[src/rtl/cwm_pkg.sv]
package cwm_pkg;

  typedef enum logic [1:0] {
    WIN_BELOW   = 2'd0,
    WIN_ABOVE   = 2'd1,
    WIN_INSIDE  = 2'd2,
    WIN_OUTSIDE = 2'd3
  } win_mode_e;

endpackage

[src/rtl/cwm_window_match.sv]
module cwm_window_match
  import cwm_pkg::*;
#(
  parameter int DATA_W = 12,
  parameter int CHAN_W = 4
) (
  input  logic              res_valid,
  input  logic [DATA_W-1:0] res_data,
  input  logic [CHAN_W-1:0] res_chan,
  input  logic [DATA_W-1:0] thr_low,
  input  logic [DATA_W-1:0] thr_high,
  input  logic [1:0]        win_mode,
  input  logic              all_chan,
  input  logic [CHAN_W-1:0] sel_chan,
  output logic              cmp_take,
  output logic              cmp_hit
);

  logic is_below;
  logic is_above;
  logic is_inside;

  always_comb begin
    is_below  = (res_data < thr_low);
    is_above  = (res_data > thr_high);
    is_inside = !is_below && !is_above;
    unique case (win_mode_e'(win_mode))
      WIN_BELOW:   cmp_hit = is_below;
      WIN_ABOVE:   cmp_hit = is_above;
      WIN_INSIDE:  cmp_hit = is_inside;
      WIN_OUTSIDE: cmp_hit = !is_inside;
      default:     cmp_hit = 1'b0;
    endcase
    cmp_take = res_valid && (all_chan || (res_chan == sel_chan));
  end

endmodule

[src/rtl/cwm_event_filter.sv]
module cwm_event_filter #(
  parameter int FILT_W = 2
) (
  input  logic              clk,
  input  logic              rst_n,
  input  logic              cmp_take,
  input  logic              cmp_hit,
  input  logic              cmp_rst,
  input  logic [FILT_W-1:0] filt_len,
  output logic              evt
);

  logic [FILT_W-1:0] run_q;
  logic [FILT_W-1:0] run_d;
  logic              run_en;

  always_comb begin
    run_d  = run_q;
    evt    = 1'b0;
    run_en = cmp_rst || cmp_take;
    if (cmp_rst) begin
      run_d = '0;
    end else if (cmp_take) begin
      if (!cmp_hit) begin
        run_d = '0;
      end else if (run_q >= filt_len) begin
        evt = 1'b1;
      end else begin
        run_d = run_q + FILT_W'(1);
      end
    end
  end

  always_ff @(posedge clk or negedge rst_n) begin
    if (!rst_n) begin
      run_q <= '0;
    end else if (run_en) begin
      run_q <= run_d;
    end
  end

  p_miss_restarts_r6: assert property (@(posedge clk) disable iff (!rst_n)
    (cmp_take && !cmp_hit && !cmp_rst) |=> (run_q == '0));

  p_skip_holds_r7: assert property (@(posedge clk) disable iff (!rst_n)
    (!cmp_take && !cmp_rst) |=> $stable(run_q));

  p_rst_zeroes_r12: assert property (@(posedge clk) disable iff (!rst_n)
    cmp_rst |=> (run_q == '0));

endmodule

[src/rtl/cwm_flag_ctrl.sv]
module cwm_flag_ctrl (
  input  logic clk,
  input  logic rst_n,
  input  logic evt,
  input  logic flag_clr,
  input  logic cmp_rst,
  input  logic start_gate,
  output logic hit_flag,
  output logic gate_open
);

  logic flag_q, flag_d;
  logic gate_q, gate_d;
  logic flag_en, gate_en;

  always_comb begin
    flag_en = evt || flag_clr;
    flag_d  = evt ? 1'b1 : 1'b0;
    gate_en = cmp_rst || (evt && start_gate);
    gate_d  = cmp_rst ? 1'b0 : 1'b1;
  end

  always_ff @(posedge clk or negedge rst_n) begin
    if (!rst_n) begin
      flag_q <= 1'b0;
    end else if (flag_en) begin
      flag_q <= flag_d;
    end
  end

  always_ff @(posedge clk or negedge rst_n) begin
    if (!rst_n) begin
      gate_q <= 1'b0;
    end else if (gate_en) begin
      gate_q <= gate_d;
    end
  end

  assign hit_flag  = flag_q;
  assign gate_open = gate_q;

  p_flag_sticky_r9: assert property (@(posedge clk) disable iff (!rst_n)
    (hit_flag && !flag_clr) |=> hit_flag);

  p_flag_clear_r9: assert property (@(posedge clk) disable iff (!rst_n)
    (flag_clr && !evt) |=> !hit_flag);

  p_gate_closes_r12: assert property (@(posedge clk) disable iff (!rst_n)
    cmp_rst |=> !gate_open);

  p_gate_holds_r11: assert property (@(posedge clk) disable iff (!rst_n)
    (gate_open && !cmp_rst) |=> gate_open);

  p_gate_needs_event_r11: assert property (@(posedge clk) disable iff (!rst_n)
    $rose(gate_open) |-> hit_flag);

endmodule

[src/rtl/conv_window_monitor.sv]
module conv_window_monitor #(
  parameter int DATA_W      = 12,
  parameter int CHAN_W      = 4,
  parameter int FILT_W      = 2,
  parameter int SYNC_STAGES = 2
) (
  input  logic              clk,
  input  logic              rst_n,
  input  logic              res_valid,
  input  logic [DATA_W-1:0] res_data,
  input  logic [CHAN_W-1:0] res_chan,
  input  logic [DATA_W-1:0] thr_low,
  input  logic [DATA_W-1:0] thr_high,
  input  logic [1:0]        win_mode,
  input  logic [FILT_W-1:0] filt_len,
  input  logic              all_chan,
  input  logic [CHAN_W-1:0] sel_chan,
  input  logic              start_gate,
  input  logic              flag_clr,
  input  logic              cmp_rst,
  output logic              hit_flag,
  output logic              store_en
);

  localparam int SYNC_MSB = SYNC_STAGES - 1;

  logic [SYNC_MSB:0] rst_pipe;
  logic              core_rst_n;
  logic              cmp_take;
  logic              cmp_hit;
  logic              evt;
  logic              gate_open;

  generate
    if (SYNC_STAGES > 1) begin : g_sync_multi
      always_ff @(posedge clk or negedge rst_n) begin
        if (!rst_n) begin
          rst_pipe <= '0;
        end else begin
          rst_pipe <= {rst_pipe[SYNC_MSB-1:0], 1'b1};
        end
      end
    end else begin : g_sync_single
      always_ff @(posedge clk or negedge rst_n) begin
        if (!rst_n) begin
          rst_pipe <= '0;
        end else begin
          rst_pipe <= 1'b1;
        end
      end
    end
  endgenerate

  assign core_rst_n = rst_pipe[SYNC_MSB];

  cwm_window_match #(
    .DATA_W (DATA_W),
    .CHAN_W (CHAN_W)
  ) u_match (
    .res_valid (res_valid),
    .res_data  (res_data),
    .res_chan  (res_chan),
    .thr_low   (thr_low),
    .thr_high  (thr_high),
    .win_mode  (win_mode),
    .all_chan  (all_chan),
    .sel_chan  (sel_chan),
    .cmp_take  (cmp_take),
    .cmp_hit   (cmp_hit)
  );

  cwm_event_filter #(
    .FILT_W (FILT_W)
  ) u_filter (
    .clk      (clk),
    .rst_n    (core_rst_n),
    .cmp_take (cmp_take),
    .cmp_hit  (cmp_hit),
    .cmp_rst  (cmp_rst),
    .filt_len (filt_len),
    .evt      (evt)
  );

  cwm_flag_ctrl u_flags (
    .clk        (clk),
    .rst_n      (core_rst_n),
    .evt        (evt),
    .flag_clr   (flag_clr),
    .cmp_rst    (cmp_rst),
    .start_gate (start_gate),
    .hit_flag   (hit_flag),
    .gate_open  (gate_open)
  );

  assign store_en = !start_gate || gate_open;

  p_flag_after_result_r13: assert property (@(posedge clk) disable iff (!core_rst_n)
    $rose(hit_flag) |-> $past(res_valid));

  p_unwatched_quiet_r7: assert property (@(posedge clk) disable iff (!core_rst_n)
    (!hit_flag && !cmp_take) |=> !hit_flag);

endmodule

[config.mk]
export PLATFORM = sky130hd
export DESIGN_NAME = conv_window_monitor
export DESIGN_NICKNAME = d
export VERILOG_FILES = /design/src/rtl/cwm_pkg.sv /design/src/rtl/cwm_window_match.sv /design/src/rtl/cwm_event_filter.sv /design/src/rtl/cwm_flag_ctrl.sv /design/src/rtl/conv_window_monitor.sv
export SDC_FILE = /design/constraint.sdc
export NUM_CORES = 1
export LEC_CHECK = 0
export BUFFER_PORTS_ARGS = -buffer_cell sky130_fd_sc_hd__buf_4
export CAP_MARGIN = 20
export CORE_MARGIN = 4
export CORE_UTILIZATION = 47
export CTS_CLUSTER_DIAMETER = 100
export DETAILED_ROUTE_END_ITERATION = 12
export PLACE_DENSITY = 0.85
export SLEW_MARGIN = 30
export SYNTH_ARGS = -nofsm -noshare
export SYNTH_HDL_FRONTEND = slang
export SYNTH_SLANG_ARGS = --single-unit
[constraint.sdc]
create_clock -name clk -period 1.2 [get_ports clk]
set_input_delay 0.12 -clock clk [delete_from_list [all_inputs] [get_ports clk]]
set_output_delay 0.12 -clock clk [all_outputs]
set_load 0.05 [all_outputs]
==> results.md, run 1 <==
- The flow did not finish.
- The flow halted during global routing (5_1_grt).
- The tool reported: "[ERROR DPL-0033] detailed placement checks failed during check placement".
- By area the synthesized netlist is led by sky130_fd_sc_hd__ha_1 (32%), sky130_fd_sc_hd__dfrtp_1 (15%), sky130_fd_sc_hd__inv_1 (11%).
- The compound-gate portion of the synthesized area is 21.4%.
- The endpoint with the least setup slack after the last global-route repair is u_filter.run_q[0]$_DFFE_PN0P_/D.
- The distinct cell type count of the synthesized netlist is 32.
- The die is 53.6 µm wide.
- The register area share after synthesis is 15.4%.
- The proportion of register bits with asynchronous set or reset after synthesis is 100%.
- For this design the top-level I/O count stands at 57.
- In this run the number of H-tree levels came out at 1.
- The net count after synthesis is 200.
- The synthesized-area fraction occupied by adder cells is 32.0%.
- The simple-gate area share of the yosys netlist is 13.8%.
- The count of clock tree sinks is 6.
- The number of buffers added on ports is 56.
- The number of enable-type register cells in the synthesized netlist is 0.
- The most used flip-flop cell after synthesis is sky130_fd_sc_hd__dfrtp_1.
- The worst-case clock buffer depth is 2.
- The floorplan has 16 rows.
- Entering global routing, the biggest net connects 5 pins.
- Counting instances in the post-synthesis netlist gives the leading cell types as sky130_fd_sc_hd__inv_1 (28), sky130_fd_sc_hd__ha_1 (25), sky130_fd_sc_hd__a21oi_1 (7), sky130_fd_sc_hd__dfrtp_1 (6).
- By instance count, the leading cell after synthesis is sky130_fd_sc_hd__inv_1.
- The initial antenna violation count came to 0.
- Detailed placement finished with a half-perimeter wire length of 2.46 mm.
- The cell count after synthesis is 120.
- The area share of the leading cell type in the synthesized netlist is 32.0%.
- The number of clock buffers inserted by TritonCTS is 3.
- Prior to clock tree synthesis, the placed netlist has a worst setup slack of -658 ps.
- The share of cell area taken by muxes after synthesis is 0%.
- The synthesized netlist occupies a cell area of 977 µm².
- The die boundary height is 53.6 µm.
- The worst endpoint kind after the last repair is a sequential cell input.
- For this run, the number of Yosys warnings is 0.
- After synthesis the netlist holds a flip-flop and latch count of 6.
- The congestion estimate from routability-driven global placement came to 0.782.
- For this configuration, the core starts out at a cell density of 49.8%.
- The largest family of logic cells by synthesized area is adder cells.
- The average footprint of a synthesized cell is 8.14 µm².
- The xor-xnor portion of the synthesized cell area is 6.27%.
- The largest area contributor in the netlist is sky130_fd_sc_hd__ha_1.
- CTS placed an instance of sky130_fd_sc_hd__clkbuf_4 at the clock tree root.
[kinds of logic after synthesis]
family / Yosys count
xor gates and xnor gates: 7
AOI/OAI and AO/OA: 28
adders and majority gates: 25
other: 1
and+or+nand+nor: 25
DFF: 6
buffers and inverters: 28
[stage by stage]
stage	std cells	cell area (µm²)	hold slack [ps]	utilization (%)
2_1_floorplan	120	1140	-176	-
3_3_place_gp	214	1680	-97.9	85.5
3_5_place_dp	214	1680	-96.8	85.5
4_1_cts	220	1790	61.5	91.5
[timing repair]
action                                 4_1_cts
endpoints found under the hold margin        2
pin swaps                                    6
resized for setup                           16
hold buffers                                 1
setup buffers                                2
setup endpoints to repair                    4
==> run 2: changes to the inputs <==
Settings changed: CORE_AREA set to 4 4 65 67, CORE_MARGIN 4 to unset, CORE_UTILIZATION 47 to unset, CTS_CLUSTER_DIAMETER 100 to unset, DIE_AREA set to 0 0 69 71, PLACE_DENSITY 0.85 to unset, PLACE_DENSITY_LB_ADDON set to 0.15.
==> run 2 against run 1 <==
The flow now finishes, with violations (negative setup slack). Synthesized cell count is the same. Synthesized area is the same.
==> results.md, run 2 <==
- The sequential cells in the finished layout cover a total of 150 µm².
- In the final layout, the multi-input gates occupy 0.00101 mm².
- The critical path goes through buf_6 > inv_4 > ha_4 > nand4_1 > buf_4 > a21oi_2 > o41a_1 > a311oi_2 > buf_4 > a211oi_2.
- The path depth of the worst reg2reg path is 7.
- After detailed routing, the average wire length per cell comes to 11.6 µm.
- The count of TritonRoute iterations in the first routing pass is 4.
- The horizontal die dimension came to 69 µm (+29%).
- The kind of capture point of the worst setup path is a flop.
- The worst-case clock buffer depth is 2 (unchanged).
- The library cell used most frequently in the layout, excluding fill and tap cells, is sky130_fd_sc_hd__buf_4.
- The checks that failed: negative setup slack.
- The area share of the leading cell type in the synthesized netlist is 32.0% (unchanged).
- Summed over all cells, the static leakage comes to 0.920 nW.
- The count of clock tree sinks came to 6 (unchanged).
- The register clock-pin slew on the reported worst setup and hold paths is 40 ps.
- The worst register-to-register path begins at u_filter.run_q[0].
- The I/O pin total came to 57 (unchanged).
- In the layout the commonest cells are sky130_fd_sc_hd__buf_4 (58), sky130_fd_sc_hd__inv_1 (15), sky130_fd_sc_hd__ha_4 (15), sky130_fd_sc_hd__ha_1 (10), sky130_fd_sc_hd__buf_6 (7).
- The number of H-tree levels is 1 (unchanged).
- The total number of nets in the final design is 275.
- Wires add up to 2.80 mm.
- Across every metal layer, demand over resource in global routing totals 12.0%.
- The worst setup slack after layout is -416 ps.
- On the worst path, the slowest cell contributes a delay of 430 ps.
- The clock skew after layout is 0.800 ps.
- The die covers 0.00490 mm².
- The worst hold-check path type is flop to asynchronous set/reset pin.
- The number of enable-type register cells in the synthesized netlist is 0 (unchanged).
- The proportion of register bits with asynchronous set or reset after synthesis is 100% (unchanged).
- The root buffer cell chosen for the clock tree is sky130_fd_sc_hd__clkbuf_8.
- The largest net degree at the start of global routing is 5.
- Setup repair after global routing could not meet its margin everywhere.
- The synthesized area is 977 µm² (unchanged).
- The worst register-to-register path has a setup slack of -340 ps.
- The routability-driven placement congestion ratio is 0.785 (+0.37%).
- The average footprint of a synthesized cell is 8.14 µm² (unchanged).
- The achievable frequency is 619 MHz.
- The net count after synthesis came to 200 (unchanged).
- The number of antenna diodes in the final layout is 0.
- The number of buffer and inverter stages on the critical path is 4.
- The number of buffers added on ports is 56 (unchanged).
- In this run the worst path has a maximum fanout of 4.
- After layout, the minimum clock period comes to 1620 ps.
- The first-pass GRT wire length is 4.93 mm.
- The synthesis-to-layout area growth is 103%.
- The effective utilization at floorplan came to 26.9% (-23 points).
- The die boundary height is 71 µm (+32%).
- The highest ir drop seen on vdd is 0.351 mV.
- The number of clock buffers inserted by TritonCTS is 3 (unchanged).
- The total negative slack for setup checks is -1620 ps.
- In the routed layout, each cell is associated on average with a via count of 4.62.
- The number of max-slew violations in the final report is 0.
- The total core area is 0.00363 mm².
- The count of warnings emitted by yosys was 0 (unchanged).
- In this run the power density over the cells is 584 mW/mm².
- Summed over all instances, the cell type with the most area after synthesis is sky130_fd_sc_hd__ha_1.
- STA puts the critical path data arrival time at 1710 ps.
- The critical setup path kind is input pin to flop.
- The count of state elements after synthesis came to 6 (unchanged).
- For this run the aggregate overflow at the end of global routing stands at 0.
- The run finished, with violations left.
- The max-capacitance violation count is 0.
- The final critical path takes up 135% of the cycle.
- Setup violations remaining at the end of the flow were counted as 4.
- The register area share after synthesis came to 15.4% (unchanged).
- Among all flip-flop cells after synthesis, the most frequent one is sky130_fd_sc_hd__dfrtp_1.
- The worst setup path is launched from an input pin.
- The top cell family by delay on the critical path is compound AO/OA/AOI/OAI gates.
- The final route contains 1,113 vias.
- The end of the worst register-to-register path is u_filter.run_q[1].
- By instance count, the cell type seen most on the critical path is sky130_fd_sc_hd__buf_4.
- Sorting the synthesized cells by area gives the leading types as sky130_fd_sc_hd__ha_1 (32%), sky130_fd_sc_hd__dfrtp_1 (15%), sky130_fd_sc_hd__inv_1 (11%).
- The initial antenna violation count is 0.
- The number of rows created at floorplan is 22 (+6).
- TritonCTS built the clock tree.
- By count the netlist is led by sky130_fd_sc_hd__inv_1 (28), sky130_fd_sc_hd__ha_1 (25), sky130_fd_sc_hd__a21oi_1 (7), sky130_fd_sc_hd__dfrtp_1 (6).
- Total power for the finished layout comes to 1.16 mW.
- The number of remaining DRC errors is 0.
- The cell with the most instances after synthesis is sky130_fd_sc_hd__inv_1.
- The largest registers in the layout are rst_pipe: 2 flops, u_filter.run_q: 2 flops.
- The remaining number of nets flagged by the antenna check after routing is 0.
- The clock reaches the later pin of the worst-skew pair after 220 ps.
- The layout cell share with drive strength beyond 1 is 63.2%.
- The HPWL after detailed placement came to 2.36 mm (-4.2%).
- After filler insertion, the fill cell instance count of the layout stands at 333.
- The final-report hold violation count is 0.
- The required time at the worst-slack endpoint is 1300 ps.
- The number of global-route vias before repair came to 1,136.
- The cell count after synthesis is 120 (unchanged).
- For this block, the initial DRC count from the detailed router was 20.
- The slowest cell on the critical path is sky130_fd_sc_hd__o41a_1.
- The distinct cell type count of the synthesized netlist came to 32 (unchanged).
==> run 2: what timing repair did <==
item / 4_1_cts / 5_1_grt
buffers inserted: 2 / 0
endpoints found under the hold margin: 2 / 0
resized for setup: 33 / 12
pin swaps: 17 / 11
endpoints found under the setup margin: 4 / 4
hold buffers: 1 / 0
==> run 2: report_power, final <==
group,total (mW),switching (mW),internal [mW],leakage (nW)
clock network,0.300,0.0845,0.215,0.0216
logic,0.636,0.271,0.365,0.820
registers,0.220,0.00637,0.213,0.0785
==> run 2: logic make-up after synthesis <==
group	count (synthesis)	synth area share [%]
AND/OR/NAND/NOR	25	13.8
adder cells (fa/ha/maj)	25	32.0
AO/OA/AOI/OAI	28	21.4
XOR/XNOR	7	6.27
flip-flops	6	15.4
other	1	0.384
buffers and inverters	28	10.8
==> run 2: worst register-to-register path, delay by kind of cell (launching register included) <==
kind            cells  cell delay, ps
compound gates      2             380
flops               1             370
simple gates        2             250
fa+ha+maj           1             210
xor+xnor            1             170
buf+inv             1              80
==> run 2: worst max-delay path by stage <==
| stage | from | cells past startpoint | to |
|---|---|---|---|
| floorplan | thr_high[9] | 8 | u_filter.run_q[0] |
| global placement | res_data[7] | 8 | u_filter.run_q[1] |
| detailed placement | res_data[7] | 8 | u_filter.run_q[1] |
| CTS | u_filter.run_q[0] | 7 | u_filter.run_q[1] |
| global route | thr_high[9] | 10 | u_filter.run_q[1] |
| finish | thr_high[10] | 10 | u_filter.run_q[1] |
==> run 2: cell type report <==
type,instances,area share (%)
clock buffers,3,2.09
inverters,28,6.95
multi-input cells,86,50.8
flip-flops and latches,6,7.59
well taps,48,3.03
repair buffers,70,29.5
==> run 2: stage by stage <==
step | hold WS, ps | worst slack (ps) | instance area, µm² | utilization, % | std cells
2_1_floorplan | -176 | -384 | 1140 | - | 120
3_3_place_gp | -98.0 | -655 | 1700 | 46.9 | 235
4_1_cts | 68.7 | -352 | 1930 | 53.1 | 241
3_5_place_dp | -96.9 | -669 | 1700 | 46.9 | 235
6_report | 64.2 | -416 | 1980 | 54.5 | 241
5_1_grt | 82.2 | -498 | 1980 | 54.5 | 241
==> run 2: metal layers <==
layer	track usage, %	vias to the layer above	wire [µm]
met2	20.2	41	1380
met5	0	-	0
met1	14.5	504	1170
li1	-	563	-
met3	3.55	5	203
met4	4.56	0	38
No activity file was read; power rests on OpenSTA's default activity.
==> run 3: changes to the inputs <==
Settings changed: CELL_PAD_IN_SITES_DETAIL_PLACEMENT set to 1, CELL_PAD_IN_SITES_GLOBAL_PLACEMENT set to 1.
==> run 3 against run 2 <==
The run still ends with negative setup slack left. Count of clock-buffer cells in the layout is the same. Clock skew up 2.6 ps. Power is 3.1% higher. Worst setup slack better by 96 ps. Clock power hardly changed. Critical path depth shrank 2. Final cell count grew 0.41%. Sequential cell count unchanged. Maximum frequency is 6.3% higher. First-iteration DRC count shrank 40%. Sequential share of layout area down 0.19 points. Die area is the same. Largest cell class unchanged. Highest routed layer unchanged.
==> results.md, run 3 (synthesis gave the netlist of run 2 again) <==
- The run finished, with violations left.
- The checks that failed: negative setup slack.
- Setup repair after global routing could not meet its margin everywhere.
- The library cell used most frequently in the layout, excluding fill and tap cells, is sky130_fd_sc_hd__buf_4.
- The slowest cell on the critical path is sky130_fd_sc_hd__o311a_1.
- The worst register-to-register path begins at u_filter.run_q[0].
- The total negative slack for setup checks came to -1260 ps (+357 ps).
- The maximum fanout encountered on the critical timing path is 4 (unchanged).
- The total number of nets in the final design is 276 (+0.36%).
- The I/O pin total was 57 (unchanged).
- The number of buffers added on ports is 56 (unchanged).
- The largest net degree at the start of global routing was 5 (unchanged).
- In the final layout, the registers with the most flip-flops are rst_pipe: 2 flops, u_filter.run_q: 2 flops.
- The horizontal die dimension was 69 µm (unchanged).
- The final critical path time including I/O delays and setup is 1520 ps (-96.0 ps).
- The final number of setup-violating endpoints is 4 (unchanged).
- The layout cell share with drive strength beyond 1 came to 64.9% (+1.7 points).
- The standby leakage power is 0.931 nW (+1.2%).
- The highest ir drop seen on vdd is 0.653 mV (+86%).
- The number of max-slew violations in the final report is 0 (unchanged).
- The antenna diode count is 0 (unchanged).
- The power per cell area was 587 mW/mm² (+0.50%).
- The number of H-tree levels is 1 (unchanged).
- In this design, the largest share of critical-path delay is due to compound AO/OA/AOI/OAI gates.
- The proportion of power drawn by combinational gates came to 56.2% (+1.1 points).
- The required time at the worst-slack endpoint is 1300 ps (about the same).
- The max-capacitance violation count was 0 (unchanged).
- The critical setup path kind is input pin to flop.
- The area growth from synthesis to layout is 108%.
- The library cells used most frequently in the layout, excluding fill and tap cells, are sky130_fd_sc_hd__buf_4 (55), sky130_fd_sc_hd__ha_4 (18), sky130_fd_sc_hd__inv_1 (13), sky130_fd_sc_hd__buf_6 (13), sky130_fd_sc_hd__inv_2 (9).
- The count of TritonRoute iterations in the first routing pass was 4 (unchanged).
- The kind of capture point of the worst setup path is a flop.
- The highest cell delay on the worst timing path came to 300 ps (-130 ps).
- The remaining number of nets flagged by the antenna check after routing is 0 (unchanged).
- The first-pass GRT wire length is 5.59 mm (+13%).
- The number of buffer and inverter stages on the critical path came to 2 (-2).
- The register clock-pin slew on the reported worst setup and hold paths is 40 ps (about the same).
- The worst setup path startpoint is res_data[11].
- The achievable frequency was 658 MHz (+6.3%).
- The part of the total power dissipated in sequential elements was 18.5% (-0.5 points).
- Walking the worst path, the cells encountered are buf_6 > ha_4 > nand4_1 > or2_1 > o311a_1 > a311oi_2 > buf_4 > o22ai_1.
- The routability-driven placement congestion ratio came to 0.808 (+2.9%).
- The number of clock buffers inserted by TritonCTS was 3 (unchanged).
- The clock skew after layout was 3.39 ps (+2.59 ps).
- The TritonCTS clock tree is built.
- The endpoint arrival time on the critical path was 1620 ps (-90 ps).
- The overall track demand over capacity in global routing is 13.8% (+1.8 points).
- The internal power summed over all cells is 817 µW (+2.9%).
- The total core area is 0.00363 mm² (unchanged).
- The worst-case clock buffer depth is 2 (unchanged).
- The worst setup slack after layout was -320 ps (+96.0 ps).
- The via density per instance was 4.65 (+0.66%).
- The count of clock tree sinks came to 6 (unchanged).
- The switching share of total power is 31.5% (+0.15 points).
- The final wirelength is 3.26 mm (+17%).
- The average wire per standard cell is 13.5 µm (+16%).
- The die area is 0.00490 mm² (unchanged).
- The number of rows created at floorplan was 22 (unchanged).
- The total grt overflow is 0 (unchanged).
- The number of remaining DRC errors was 0 (unchanged).
- The effective utilization at floorplan is 26.9% (unchanged).
- The initial antenna violation count is 0 (unchanged).
- The power share of the clock group was 25.4% (-0.5 points).
- The worst hold-check path type is flop to asynchronous set/reset pin.
- STA classifies the critical path startpoint as an input pin.
- The net switching power is 375 µW (+3.6%).
- The buffer type at the clock tree root is sky130_fd_sc_hd__clkbuf_8.
- The HPWL after detailed placement was 2.66 mm (+13%).
- The share of the clock period used by the worst path was 127% (-8.0 points).
- The clock latency at the later pin of the worst-skew pair was 220 ps (about the same).
- The number of global-route vias before repair came to 1,265 (+11%).
- The die boundary height is 71 µm (unchanged).
- The count of routing violations after the opening detailed-route iteration is 12 (-40%).
- The worst hold-check slack came to 56.6 ps (-7.58 ps).
- The final-report hold violation count is 0 (unchanged).
- The via count of the routed design was 1,125 (+1.1%).
==> run 3: final cells by class <==
cell class / count / area, µm²
fillers: 421 / 1600
multi-input cells: 86 / 1040
repair buffers: 71 / 599
flip-flops and latches: 6 / 150
inverters: 28 / 135
well taps: 48 / 60.1
clock buffers: 3 / 41.3
==> run 3: worst paths after layout <==
kind,endpoint,slack (ps),depth (start not counted)
max,u_flags.gate_open,-320,8
max in group asynchronous,rst_pipe[0],890,2
min,u_flags.hit_flag,60,0
max reg2reg,u_filter.run_q[1],-320,7
min in group clk,u_filter.run_q[1],80,2
min reg2reg,u_flags.hit_flag,60,0
==> run 3: what timing repair did <==
action | CTS | global route
hold endpoints to repair | 2 | 0
buffers inserted | 2 | 1
pin swaps | 7 | 6
resized for setup | 41 | 10
hold buffers | 1 | 0
setup endpoints to repair | 4 | 4
==> run 3: power groups by stage <==
stage          Clock, mW  Combinational (mW)  Sequential, mW
6_report           0.302               0.669           0.220
3_5_place_dp           0               0.538           0.223
3_3_place_gp           0               0.521           0.222
5_1_grt            0.323               0.748           0.222
4_1_cts            0.309               0.629           0.221
2_1_floorplan          0               0.261           0.227
==> run 3: metal layers <==
metal | part of all wire, % | vias to the layer above | track usage (%)
li1 | - | 566 | -
met1 | 39 | 515 | 15.6
met2 | 54 | 42 | 26.0
met3 | 6.4 | 2 | 4.26
met4 | 0.31 | 0 | 1.95
met5 | 0 | - | 0
==> run 3: through the flow <==
step	util (%)	cell area [µm²]	worst slack, ps	power, mW	std cells
final	55.9	2030	-320	1.19	242
after global routing	55.9	2030	-421	1.29	242
after CTS	53.8	1960	-312	1.16	241
after detailed placement	46.9	1700	-679	0.761	235
after global placement	46.9	1700	-628	0.743	235
after floorplan	-	1140	-384	0.488	120
